--- config.mk ---
export PLATFORM = sky130hd
export DESIGN_NAME = printer_tx_regs
export DESIGN_NICKNAME = d
export VERILOG_FILES = /design/src/rtl/prt_tx_pkg.sv /design/src/rtl/prt_tx_timer.sv /design/src/rtl/prt_tx_status.sv /design/src/rtl/prt_tx_stream.sv /design/src/rtl/printer_tx_regs.sv
export SDC_FILE = /design/constraint.sdc
export NUM_CORES = 1
export LEC_CHECK = 0
export ABC_AREA = 1
export CORE_MARGIN = 4
export CORE_UTILIZATION = 47
export CTS_CLUSTER_SIZE = 28
export DETAILED_ROUTE_END_ITERATION = 8
export HOLD_SLACK_MARGIN = 0.03
export PLACE_DENSITY_LB_ADDON = 0.15
export SLEW_MARGIN = 40
export SYNTH_ARGS = -nofsm -noshare
export SYNTH_HDL_FRONTEND = slang
export SYNTH_HIERARCHICAL = 1
export SYNTH_SLANG_ARGS = --single-unit
export TNS_END_PERCENT = 10
--- constraint.sdc ---
create_clock -name clk -period 2.48 [get_ports clk]
set_input_delay 0.248 -clock clk [delete_from_list [all_inputs] [get_ports clk]]
set_output_delay 0.248 -clock clk [all_outputs]
set_load 0.005 [all_outputs]
--- src/rtl/prt_tx_pkg.sv ---
package prt_tx_pkg;
  localparam int BUS_W    = 16;
  localparam int CHAR_W   = 8;
  localparam int DONE_POS = 7;
  localparam int IE_POS   = 6;

  // Character as it leaves the block: the top bit is dropped in 7-bit mode.
  function automatic logic [CHAR_W-1:0] char_mask(input logic [CHAR_W-1:0] c,
                                                  input logic wide);
    return wide ? c : {1'b0, c[CHAR_W-2:0]};
  endfunction

  // Status word as seen on the bus.
  function automatic logic [BUS_W-1:0] status_word(input logic done, input logic ie);
    logic [BUS_W-1:0] w;
    w = '0;
    w[DONE_POS] = done;
    w[IE_POS]   = ie;
    return w;
  endfunction
endpackage

--- src/rtl/prt_tx_timer.sv ---
module prt_tx_timer #(
  parameter int DELAY = 100,
  localparam int CW   = $clog2(DELAY + 1)
) (
  input  logic clk,
  input  logic rst_n,
  input  logic start,
  output logic busy,
  output logic expire
);
  logic [CW-1:0] count;

  assign expire = busy && (count == CW'(1));

  always_ff @(posedge clk) begin
    if (!rst_n) begin
      busy  <= 1'b0;
      count <= '0;
    end else if (start) begin
      busy  <= 1'b1;
      count <= CW'(DELAY);
    end else if (expire) begin
      busy  <= 1'b0;
      count <= '0;
    end else if (busy) begin
      count <= count - CW'(1);
    end
  end
endmodule

--- src/rtl/prt_tx_status.sv ---
module prt_tx_status (
  input  logic clk,
  input  logic rst_n,
  input  logic csr_wr,
  input  logic wdata_ie,
  input  logic buf_wr,
  input  logic expire,
  output logic done,
  output logic ie,
  output logic irq
);
  always_ff @(posedge clk) begin
    if (!rst_n) begin
      done <= 1'b1;
      ie   <= 1'b0;
      irq  <= 1'b0;
    end else begin
      if (buf_wr)      done <= 1'b0;
      else if (expire) done <= 1'b1;

      if (csr_wr) ie <= wdata_ie;

      if (buf_wr)                irq <= 1'b0;
      else if (csr_wr)           irq <= wdata_ie && (done || expire);
      else if (expire && ie)     irq <= 1'b1;
    end
  end
endmodule

--- src/rtl/prt_tx_stream.sv ---
module prt_tx_stream #(
  parameter int W = 8
) (
  input  logic         clk,
  input  logic         rst_n,
  input  logic         load,
  input  logic [W-1:0] load_data,
  input  logic         tx_ready,
  output logic         tx_valid,
  output logic [W-1:0] tx_data
);
  always_ff @(posedge clk) begin
    if (!rst_n) begin
      tx_valid <= 1'b0;
      tx_data  <= '0;
    end else if (load) begin
      tx_valid <= 1'b1;
      tx_data  <= load_data;
    end else if (tx_valid && tx_ready) begin
      tx_valid <= 1'b0;
    end
  end
endmodule

--- src/rtl/printer_tx_regs.sv ---
module printer_tx_regs
  import prt_tx_pkg::*;
#(
  parameter int TX_DELAY = 100
) (
  input  logic              clk,
  input  logic              rst_n,
  input  logic              bus_req,
  input  logic              bus_we,
  input  logic [1:0]        bus_addr,
  input  logic [BUS_W-1:0]  bus_wdata,
  output logic [BUS_W-1:0]  bus_rdata,
  input  logic              char_wide,
  output logic              tx_valid,
  output logic [CHAR_W-1:0] tx_data,
  input  logic              tx_ready,
  output logic              irq
);
  // Named internal events
  logic wr_any, even_byte, csr_wr, buf_wr, buf_load;
  logic busy, expire, done, ie;
  logic [CHAR_W-1:0] txbuf;

  assign wr_any    = bus_req && bus_we;
  assign even_byte = !bus_addr[0];
  assign csr_wr    = wr_any && !bus_addr[1] && even_byte;
  assign buf_wr    = wr_any &&  bus_addr[1];
  assign buf_load  = buf_wr && even_byte;

  always_ff @(posedge clk) begin
    if (!rst_n)        txbuf <= '0;
    else if (buf_load) txbuf <= bus_wdata[CHAR_W-1:0];
  end

  prt_tx_timer #(.DELAY(TX_DELAY)) u_timer (
    .clk(clk), .rst_n(rst_n), .start(buf_wr), .busy(busy), .expire(expire)
  );

  prt_tx_status u_status (
    .clk(clk), .rst_n(rst_n), .csr_wr(csr_wr), .wdata_ie(bus_wdata[IE_POS]),
    .buf_wr(buf_wr), .expire(expire), .done(done), .ie(ie), .irq(irq)
  );

  prt_tx_stream #(.W(CHAR_W)) u_stream (
    .clk(clk), .rst_n(rst_n), .load(expire && !buf_wr),
    .load_data(char_mask(txbuf, char_wide)), .tx_ready(tx_ready),
    .tx_valid(tx_valid), .tx_data(tx_data)
  );

  always_comb begin
    if (bus_addr[1]) bus_rdata = {{(BUS_W-CHAR_W){1'b0}}, txbuf};
    else             bus_rdata = status_word(done, ie);
  end
endmodule

==> impl_metrics.tcl <==
set metrics [dict create \
    yosysUniqueCellTypes 24 \
    cts_max_level 1 \
    hpwlAfterDp_um 2012 \
    finalInstanceArea_um2 1774 \
    min_path_type "reg -> reg" \
    finalNetCount 261 \
    portBuffers 33 \
    drt-initial-drc-count 47 \
    clkSinkCount 28 \
    synthArstFlopShare_pct 0 \
    final_cell_mix "43 x nor2_1, 35 x nand2_1, 33 x clkdlybuf4s50_1" \
    synthesis.area_per_instance_um2 7.000 \
    synth-edff-count 0 \
    timing.setup.tns_ns 0 \
    worstMarginPinSlew_ns 0.7097 \
    cp_max_fo 19 \
    cts_setup_buffers 0 \
    cts_buffer_depth 2 \
    drc 0 \
    ant_nets 0 \
    p_leak_nw 0.8488 \
    critPathCaptureType "output pin" \
    grt_pass1_wl_um 4574 \
    finalWorstSetupSlack_ns 0.6452 \
    gp_congestion 0.8569 \
    antenna_found_initial 0 \
    timing.fmax_mhz 545.0 \
    finalCritPeriodShare_pct 73.98 \
    drt-pass1-iter-count 4 \
    rows 19 \
    syn_to_final_growth_pct 26.72 \
    first_global_vias 1080 \
    maxCapViolCount 0 \
    wl_per_cell_um 10.11 \
    finalPower_uw 911.4 \
    grtUsageTotal_pct 14.20 \
    initial_core_util_pct 49.91 \
    drive_gt1_share_pct 6.838 \
    die_area_um2 3916 \
    synth_ff_type "dfxtp_1" \
    slew_viol_final 0 \
    worstPathRequired_ns 2.23 \
    pwr_density_cell_nw_per_um2 513.7 \
    pre_cts_ws_ns 0.6520 \
    vias 1230 \
    dp.cells 261 \
    cp.arrival_ns 1.59 \
    synth-warning-count 6 \
    hold_viol 0 \
    grt_remaining_overflow 0 \
    post-route-util_pct 63.25 \
    finClkSkew_ns 0.009324 \
    cts.clk_slew.worst_paths_ns 0.14 \
    cts_tree "yes" \
    die_h_um 62.58 \
    final_common_cell "nor2_1" \
    place_area_um2 1722 \
    ys_ff_latch 28 \
    avgViaCountPerCell 4.642 \
    insertion_delay_ns 0.33 \
    wirelength_um 2679 \
    design.core.area_um2 2805 \
    peakVddDrop_uv 393.6 \
    cts_root_buf "clkbuf_4" \
    numCtsBuffers 3 \
    rsz0062_at_grt "false" \
    status "completed" \
    maxSlewHeadroom_pct 52.54 \
    ys_seq_area_share_pct 40.04 \
    hold_buffers 0 \
    io_pins 50 \
    diodes 0 \
    die_w_um 62.58 \
    hold_ws_ns 0.4785 \
    start_kind "input port" \
    grt_max_degree 23 \
    setup-violations-final 0 \
    postSynthCellCount 200 \
    fin_crit_ns 1.835 \
    critical_path_class "in -> out" \
    fin_cells 265 \
    synth_area_um2 1400 \
    cts_resized 0 \
]
## path summary, 6_finish.rpt
kind | startpoint | to | slack, ns | depth (start not counted)
min reg2reg | u_stream/tx_valid$_SDFFE_PN0P_ | u_stream/tx_valid$_SDFFE_PN0P_ | 0.48 | 2
min | u_stream/tx_valid$_SDFFE_PN0P_ | u_stream/tx_valid$_SDFFE_PN0P_ | 0.48 | 2
max | bus_addr[1] | bus_rdata[6] | 0.65 | 5
max reg2reg | u_timer/count[1]$_SDFFE_PP0P_ | u_stream/tx_data[2]$_SDFFE_PN0P_ | 0.89 | 9
## state kept, by name (all words and copies together) (netlist names)
| register | flops |
|---|---|
| txbuf | 8 |
| u_stream/tx_valid | 1 |
| u_timer/busy | 1 |
| u_stream/tx_data | 8 |
| u_status/irq | 1 |
| u_status/done | 1 |
| u_status/ie | 1 |
| u_timer/count | 7 |
## routing by layer
metal / track usage, % / part of all wire, % / wire [µm] / vias to the layer above
li1: - / - / - / 667
met5: 0 / 0 / 0 / -
met4: 5.785 / 1.2 / 31 / 0
met3: 3.237 / 5.7 / 153 / 4
met2: 22.10 / 42 / 1135 / 35
met1: 18.87 / 51 / 1358 / 524
## power breakdown
part / internal [mW] / switching, mW
clock: 0.164 / 0.135
sequential: 0.466 / 0.0142
combinational: 0.0625 / 0.0706
## synth_stat cells, types with 3 or more instances
| cell type | number | share of area [%] |
|---|---|---|
| nor2_4 | 3 | 2.4 |
| buf_4 | 8 | 4.3 |
| xor2_1 | 3 | 1.9 |
| a21oi_1 | 8 | 2.9 |
| dfxtp_1 | 28 | 40 |
| nand3_1 | 16 | 5.7 |
| nor2_1 | 43 | 12 |
| inv_1 | 28 | 7.5 |
| nand2_1 | 35 | 9.4 |
| o21ai_0 | 9 | 3.2 |
## critical path, cell delays in order
cell and delay [ns]:
clkdlybuf4s50_1 0.45, buf_4 0.22, nand2_1 0.09, nand2_1 0.07
clkdlybuf4s50_1 0.50
## logic make-up (layout without fill, tap and decap cells)
kind of cell	count (synthesis)	after routing	synth area share, %
AND/OR/NAND/NOR	107	107	35.21
flip-flops	28	28	40.04
other	1	8	0.2678
adder cells (fa/ha/maj)	2	2	1.787
buffers and inverters	40	67	13.58
AO/OA/AOI/OAI	19	19	7.239
XOR/XNOR	3	3	1.877
## area by class of cell
class                   count  area, µm²
repair buffers             34      337.8
inverters                  29      108.9
well taps                  31      38.79
multi-input cells         139      675.6
flip-flops and latches     28      560.5
clock inverters             1      30.03
clock buffers               3      22.52
fillers                   274       1031
Power figures use the tool's default switching activity.
